File: src/rtl/seq_pkg.sv
package seqPkg;
  localparam int NUM_WAITS  = 8;
  localparam int NUM_STATES = NUM_WAITS + 1;
  localparam int TIMER_W    = 10;
  localparam int CODE_W     = $clog2(NUM_STATES);
  localparam int SLOT_W     = $clog2(NUM_WAITS);

  localparam logic [CODE_W-1:0] REST_CODE = '0;
  localparam logic [CODE_W-1:0] LAST_CODE = CODE_W'(NUM_WAITS);

  // Strobes from control to the timer datapath
  typedef struct packed {
    logic              load;
    logic [SLOT_W-1:0] slot;
  } timerCmd_t;
endpackage

File: src/rtl/seq_timer_path.sv
module seq_timer_path
  import seqPkg::*;
#(
  parameter logic [NUM_WAITS*TIMER_W-1:0] WAIT_PRELOADS = '0
) (
  input  logic                  clk,
  input  logic                  rst,
  input  timerCmd_t             cmd,
  input  logic [CODE_W-1:0]     stateCode,
  output logic                  timerZero,
  output logic [TIMER_W-1:0]    timerVal,
  output logic [NUM_STATES-1:0] stateOneHot
);
  logic [TIMER_W-1:0] timerQ;
  logic [TIMER_W-1:0] preloadSel;

  assign preloadSel = WAIT_PRELOADS[cmd.slot*TIMER_W +: TIMER_W];

  // Free-running down-count, wrapping; overridden by a load strobe
  always_ff @(posedge clk) begin
    if (rst)           timerQ <= '0;
    else if (cmd.load) timerQ <= preloadSel;
    else               timerQ <= timerQ - 1'b1;
  end

  assign timerZero = (timerQ == '0);
  assign timerVal  = timerQ;

  for (genvar g = 0; g < NUM_STATES; g++) begin : g_decode
    assign stateOneHot[g] = (stateCode == CODE_W'(g));
  end
endmodule

File: src/rtl/seq_control.sv
module seq_control
  import seqPkg::*;
(
  input  logic              clk,
  input  logic              rst,
  input  logic              start,
  input  logic              timerZero,
  output timerCmd_t         cmd,
  output logic [CODE_W-1:0] stateCode,
  output logic              seqDone
);
  logic [CODE_W-1:0] stateQ, stateNext;
  logic              doneQ, doneNext;

  always_comb begin
    stateNext = stateQ;
    doneNext  = 1'b0;
    cmd       = '0;
    if (stateQ == REST_CODE) begin
      if (start) begin
        stateNext = CODE_W'(1);
        cmd.load  = 1'b1;
        cmd.slot  = '0;
      end
    end else if (timerZero) begin
      if (stateQ == LAST_CODE) begin
        stateNext = REST_CODE;
        doneNext  = 1'b1;
      end else begin
        stateNext = stateQ + 1'b1;
        cmd.load  = 1'b1;
        // code k uses slot k-1, so the successor's slot equals k
        cmd.slot  = SLOT_W'(stateQ);
      end
    end
  end

  always_ff @(posedge clk) begin
    if (rst) begin
      stateQ <= REST_CODE;
      doneQ  <= 1'b0;
    end else begin
      stateQ <= stateNext;
      doneQ  <= doneNext;
    end
  end

  assign stateCode = stateQ;
  assign seqDone   = doneQ;
endmodule

File: src/rtl/timed_wait_sequencer.sv
module timed_wait_sequencer
  import seqPkg::*;
#(
  parameter logic [NUM_WAITS*TIMER_W-1:0] WAIT_PRELOADS =
    {10'd63, 10'd200, 10'd511, 10'd40, 10'd150, 10'd1023, 10'd999, 10'd79}
) (
  input  logic                  clk,
  input  logic                  rst,
  input  logic                  start,
  output logic [CODE_W-1:0]     stateCode,
  output logic [NUM_STATES-1:0] stateOneHot,
  output logic                  seqDone
);
  timerCmd_t          timerCmd;
  logic               timerZero;
  logic [TIMER_W-1:0] timerVal;

  seq_control ctrl_i (
    .clk       (clk),
    .rst       (rst),
    .start     (start),
    .timerZero (timerZero),
    .cmd       (timerCmd),
    .stateCode (stateCode),
    .seqDone   (seqDone)
  );

  seq_timer_path #(.WAIT_PRELOADS(WAIT_PRELOADS)) path_i (
    .clk         (clk),
    .rst         (rst),
    .cmd         (timerCmd),
    .stateCode   (stateCode),
    .timerZero   (timerZero),
    .timerVal    (timerVal),
    .stateOneHot (stateOneHot)
  );
endmodule

File: config.mk
export PLATFORM = sky130hd
export DESIGN_NAME = timed_wait_sequencer
export DESIGN_NICKNAME = d
export VERILOG_FILES = /design/src/rtl/seq_pkg.sv /design/src/rtl/seq_timer_path.sv /design/src/rtl/seq_control.sv /design/src/rtl/timed_wait_sequencer.sv
export SDC_FILE = /design/constraint.sdc
export NUM_CORES = 1
export LEC_CHECK = 0
export BUFFER_PORTS_ARGS = -buffer_cell sky130_fd_sc_hd__clkbuf_2
export CAP_MARGIN = 5
export CORE_MARGIN = 2
export CORE_UTILIZATION = 55
export CTS_CLUSTER_SIZE = 10
export DETAILED_ROUTE_END_ITERATION = 8
export GPL_ROUTABILITY_DRIVEN = 0
export GPL_TIMING_DRIVEN = 0
export MAX_ROUTING_LAYER = met4
export PLACE_DENSITY = 0.75
export SLEW_MARGIN = 10
export SYNTH_ARGS = -nofsm -noshare
export SYNTH_HDL_FRONTEND = slang
export SYNTH_SLANG_ARGS = --single-unit
File: constraint.sdc
create_clock -name clk -period 3.5 [get_ports clk]
set_input_delay 0.175 -clock clk [delete_from_list [all_inputs] [get_ports clk]]
set_output_delay 0.175 -clock clk [all_outputs]
set_load 0.02 [all_outputs]
==> results of run 1 <==
-- flip-flops by register name, indices dropped and copies added (netlist names) --
register,flops
ctrl_i.stateCode,4
ctrl_i.seqDone,1
path_i.timerVal,10
-- layout by cell type, fill, tap and decap left out, types with 2 or more instances in the layout --
| master | n |
|---|---|
| clkbuf_4 | 3 |
| nand2_1 | 3 |
| inv_1 | 11 |
| xnor2_1 | 4 |
| a31oi_1 | 2 |
| a211oi_1 | 7 |
| ha_1 | 9 |
| o31ai_1 | 4 |
| nor4_1 | 6 |
| clkbuf_1 | 5 |
| nor3_1 | 3 |
| or4_1 | 4 |
| nand4_1 | 2 |
| o31a_1 | 3 |
| a21oi_1 | 5 |
| clkbuf_2 | 16 |
| dfxtp_1 | 15 |
| nand3_1 | 7 |
| nor2_1 | 7 |
| and2_1 | 6 |
| a311oi_1 | 2 |
| o21ai_0 | 4 |
-- final cells by class --
type / count / share of cell area
clock buffers: 4 / 0.02100
repair buffers: 16 / 0.06400
multi-input cells: 99 / 0.5960
well taps: 27 / 0.02700
inverters: 12 / 0.03600
flip-flops and latches: 15 / 0.2400
plain buffers: 5 / 0.01600
-- logic make-up (layout without fill, tap and decap cells) --
kind of cell,Yosys count,in the layout
AND/OR/NAND/NOR,52,52
adder cells (fa/ha/maj),9,9
flip-flops,15,15
XOR/XNOR,4,4
AO/OA/AOI/OAI,34,34
buffers and inverters,17,37
-- synth_stat cells, types with 2 or more instances --
library cell  number  area, sq um
clkbuf_1           4        15.01
a31oi_1            2        12.51
nor2_1             7        26.28
a21oi_1            5        25.02
nand3_1            7        35.03
inv_1             11        41.29
and2_1             6        37.54
o31ai_1            4        30.03
o31a_1             3        26.28
xnor2_1            4        35.03
o21ai_0            4        20.02
nand2_1            3        11.26
or4_1              4        30.03
nor3_1             3        15.01
a311oi_1           2        17.52
ha_1               9        112.6
nor4_1             6        37.54
nand4_1            2        12.51
a211oi_1           7        52.55
dfxtp_1           15        300.3
-- critical path: cells and delay by family (launching register included) --
family	cells	cell delay, ns
compound gates	2	0.38
fa+ha+maj	2	0.57
buf+inv	2	0.29
flops	1	0.33
simple gates	4	1.61
-- where the power goes --
part | leakage, nW | internal, mW | switching (mW)
registers | 0.124 | 0.199 | 0.0420
clock network | 0.0150 | 0.0443 | 0.0581
logic | 0.370 | 0.103 | 0.165
-- worst paths after layout --
kind,start,to,slack [ns],cells after the start
setup / recovery,path_i.timerVal[0],path_i.timerVal[7],0.19,10
hold / removal,rst,ctrl_i.stateCode[3],0.14,2
setup reg to reg,path_i.timerVal[0],path_i.timerVal[7],0.19,10
hold reg to reg,path_i.timerVal[3],path_i.timerVal[3],0.56,2
-- per-layer routing --
layer  up-vias  wire length, microns  share of wire  GRT usage
met5         -                     0              0          -
met3         5                   170          0.065    0.03067
met2        49                  1207           0.46     0.3721
met4         0                    33          0.013    0.06667
li1        537                     -              -          -
met1       498                  1186           0.46     0.3301
-- per-stage QoR --
stage	instance area (sq um)	setup WS, ns	instances	util	hold WS, ns
after floorplan	1102	0.4884	131	-	0.2471
after global placement	1216	0.1802	174	0.6328	0.4429
after detailed placement	1216	0.1847	174	0.6328	0.4393
after CTS	1242	0.1542	178	0.6465	0.1337
after global routing	1251	0.06422	178	0.6510	0.1534
final	1251	0.1864	178	0.6510	0.1410
==> out/metrics.cfg, run 1 <==
[status]
outcome=completed

[die]
row_count=16
dieWidth_microns=48.77
die_h_microns=48.77
io_pins=17
start_util=0.5736
coreArea_sq_um=1922
die_area_sq_um=2379

[pwr]
power_density_nw_per_um2=489.0
ir_drop_mv=0.3146
p_total_uw=611.9
p_leak_nw=0.5087

[yosys]
synth_edf_count=0
ys_seq_area_frac=0.2724
synth.avg_cell_area_sq_um=8.415
synth.area.mux_share=0
synth_fp_nets=143
synth_xor_area_frac=0.03178
async_flop_share=0
synthCells=131
synth_area_sq_um=1102
synthSimpleGateAreaFrac=0.2997
synth-adder-area-share=0.1022
synth.distinct_cells=43
synth_top_family_by_area=simple AND/OR/NAND/NOR gates
synth_ff_type=dfxtp_1
synth-compound-area-share=0.2350
ys_ff_latch=15
ys.warnings.count=0

[timing]
setup_viol=0
grt_setup_unrepaired=false
slew_violations=0
tightest_slew_ns=0.7049
fin_skew_ns=0.002170
fin_crit_ns=3.314
finalCritPeriodShare=0.9468
hold_viol_final=0
tns_ns=0
fmax_mhz=301.8
slew_headroom=0.5239

[routing]
drc=0
firstDrtPassIters=4
avgRoutedWirePerCell_microns=14.59
initialDrtViolationCount=50
via_per_inst=6.118
routed_wl_microns=2597
dr_total_vias=1089
postRouteAntennaNets=0

[critical_path]
path_class=flop to flop
cp_slowest_cell=or4_1
start_kind=flop
end_kind=flop
path_cells=inv_1 -> ha_1 -> or4b_4 -> buf_2 -> nor4_4 -> nand3_1 -> ha_1 -> or4_1 -> a211oi_1 -> a211oi_1
worstPathMaxFanout=10
required_ns=3.66
critPathArrivalTime_ns=3.47
max_stage_delay_ns=0.55

[cts]
cts_tree=yes
ctsHoldBuffers=0
postCtsResizedCells=0
clock_path_buffers=2
cts_setup_buffers=0
numCtsBuffers=3
cts.reportedPaths.clkPinSlew_ns=0.09
htree_levels=1
cts.sinks=15
clkLatencyLatePin_ns=0.29
cts_root_buf=clkbuf_4

[placed_design]
port_buffers=16
place_hpwl_microns=1950

[job]
maxCapViolations=0

[hold_path]
worst_hold_path_type=input port to flop

[global_routing]
antenna_found_initial=0
track_usage=0.2396
grt_pass1_vias=964
grt_max_degree=11
grt_pass1_wl_microns=4381
grt_overflow=0

[cells_and_area]
area_delta_synth_final_pct=13.51
seqCellArea_sq_um=300.3
fillers=181
layout-drive-gt1-share=0.1854
nNetsFinal=164
diodes=0
multi_input_area_sq_um=745.7

Power figures use the tool's default switching activity.
==> run 2, diff against run 1 <==
--- a/config.mk
+++ b/config.mk
@@ -7,7 +7,7 @@
 export LEC_CHECK = 0
 export BUFFER_PORTS_ARGS = -buffer_cell sky130_fd_sc_hd__clkbuf_2
 export CAP_MARGIN = 5
-export CORE_MARGIN = 2
+export CORE_MARGIN = 1
 export CORE_UTILIZATION = 55
 export CTS_CLUSTER_SIZE = 10
 export DETAILED_ROUTE_END_ITERATION = 8
@@ -18,4 +18,5 @@
 export SLEW_MARGIN = 10
 export SYNTH_ARGS = -nofsm -noshare
 export SYNTH_HDL_FRONTEND = slang
+export SYNTH_HIERARCHICAL = 1
 export SYNTH_SLANG_ARGS = --single-unit
==> out/metrics.cfg, run 2 <==
[cts]
ctsHoldBuffers=0
numCtsBuffers=3
cts_tree=yes
postCtsResizedCells=0
cts.reportedPaths.clkPinSlew_ns=0.09
cts_setup_buffers=0
clock_path_buffers=2
clkLatencyLatePin_ns=0.27
cts.sinks=15
cts_root_buf=clkbuf_4
htree_levels=1

[timing]
slew_violations=0
slew_headroom=0.6337
finalWorstSetupSlack_ns=0.2234
grt_setup_unrepaired=false
fmax_mhz=305.2
finalCritPeriodShare=0.9362
fin_skew_ns=0.001850
fin_crit_ns=3.277
hold_viol_final=0
tightest_slew_ns=0.5444
setup_viol=0
tns_ns=0
whs_ns=0.1624

[pwr]
power_density_nw_per_um2=623.1
p_leak_nw=0.4873
ir_drop_mv=0.4246
p_total_uw=735.9

[critical_path]
end_kind=flop
required_ns=3.68
max_stage_delay_ns=0.52
start_kind=flop
critPathArrivalTime_ns=3.46
r2r_cells=10
path_cells=or4_1 -> clkbuf_2 -> nor4_1 -> clkbuf_1 -> and3_1 -> inv_1 -> ha_1 -> nand2b_1 -> o21a_1 -> a221oi_1
path_class=flop to flop
cp_slowest_cell=or4_1
worstPathMaxFanout=10
worst-path-stages=10
critPathTopFamily=simple AND/OR/NAND/NOR gates
crit_buf_inv=3

[die]
io_pins=17
row_count=15
die_h_microns=45.56
coreArea_sq_um=1745
die_area_sq_um=2075
start_util=0.5978
dieWidth_microns=45.56

[routing]
firstDrtPassIters=4
drc=0
via_per_inst=5.822
dr_total_vias=1013
postRouteAntennaNets=0
avgRoutedWirePerCell_microns=12.91
initialDrtViolationCount=25
routed_wl_microns=2246

[yosys]
synth_top_family_by_area=simple AND/OR/NAND/NOR gates
synth_ff_type=dfxtp_1
synthCells=129
ys_ff_latch=15
synth_xor_area_frac=0.02518
yosysTopAreaCell=dfxtp_1
synth_area_sq_um=1044
synth.area.mux_share=0.02038
yosysMostFrequentCell=dfxtp_1
synth_fp_nets=141
synth.distinct_cells=45
synthSimpleGateAreaFrac=0.2998
synth_top_area_frac=0.2878
ys.warnings.count=6
ys_top_cells_by_area=dfxtp_1 (29%), ha_1 (11%), nand2b_1 (4.8%), nor4_1 (4.2%), nor3_1 (3.8%)
async_flop_share=0
ys_seq_area_frac=0.2878
synth_common_cells=dfxtp_1 (15), ha_1 (9), inv_1 (9), nand2_1 (9)
synth.avg_cell_area_sq_um=8.089
synth-adder-area-share=0.1079
synth_edf_count=0
synth-compound-area-share=0.2038

[status]
outcome=completed

[hold_path]
holdPathStages=2
worst_hold_path_type=input port to flop

[placed_design]
place_hpwl_microns=1635
dp_slack_ns=0.2776
port_buffers=16

[cells_and_area]
layout-drive-gt1-share=0.1678
final_cell_mix=clkbuf_2 (17), dfxtp_1 (15), inv_1 (9), nand2_1 (9), ha_1 (9)
area_delta_synth_final_pct=13.19
fillers=168
finish.utilization=0.6767
diodes=0
largest_reg_flops=10
nNetsFinal=162
layout_commonest_cell=clkbuf_2

[global_routing]
grt_use_met2=0.3286
grt_pass1_wl_microns=3394
busiest_layer=met1
grtUsageMet3=0.05556
grt_max_degree=15
grt_pass1_vias=771
track_usage=0.2364
antenna_found_initial=0
grt_overflow=0
use_met1=0.3317

[job]
maxCapViolations=0

## run 2: cell count changes in the layout (fill, tap and decap cells not counted), sizes merged, moves of 4 or more
| cell | before | now |
|---|---|---|
| nand2 | 4 | 9 |
| nand3 | 7 | 3 |
| o31ai | 4 | 0 |
| a211oi | 7 | 1 |
| nand2b | 1 | 8 |
| and2 | 6 | 2 |
| nor3 | 3 | 8 |
## run 2: where the power goes
part           switching [mW]  internal, mW  leakage (nW)
clock                  0.0527        0.0441        0.0150
combinational           0.206         0.147         0.348
sequential             0.0661         0.220         0.124
total                   0.325         0.411         0.487
## run 2: layout make-up
cell class                 count  area [sq um]  share of cell area
multi-input combinational     99         685.7              0.5805
sequential                    15         300.3              0.2542
timing repair buffer          16         80.08             0.06780
inverter                      10         37.54             0.03178
tap                           25         31.28             0.02648
clock buffer                   4         26.28             0.02225
buffer                         5         20.02             0.01695
## run 2: worst register-to-register path, cell delays in order (launching register included)
cell and delay, ns:
dfxtp_1 0.37, or4_1 0.52, clkbuf_2 0.17, nor4_1 0.48
clkbuf_1 0.36, and3_1 0.32, inv_1 0.13, ha_1 0.34
nand2b_1 0.10, o21a_1 0.12, a221oi_1 0.27
## run 2: worst paths after layout
check	end	startpoint	slack [ns]
setup reg to reg	path_i/timerVal[5]	path_i/timerVal[2]	0.22
setup / recovery	path_i/timerVal[5]	path_i/timerVal[2]	0.22
hold / removal	ctrl_i/stateCode[3]	rst	0.16
hold reg to reg	path_i/timerVal[8]	path_i/timerVal[8]	0.50
## run 2: kinds of logic (layout without fill, tap and decap cells)
logic type | after synthesis | count (layout)
simple gates | 55 | 55
fa+ha+maj | 9 | 9
mux | 2 | 2
buf+inv | 15 | 35
xor+xnor | 3 | 3
compound gates | 30 | 30
flops | 15 | 15
## run 2: stage by stage
stage,cells,area (sq um)
final,174,1181
after CTS,174,1181
after global placement,170,1155
after global routing,174,1181
after floorplan,129,1044
after detailed placement,170,1155
## run 2: metal layers
layer	vias to the layer above	wire, microns
li1	521	-
met3	0	103
met5	-	0
met2	29	1025
met4	0	0
met1	463	1117
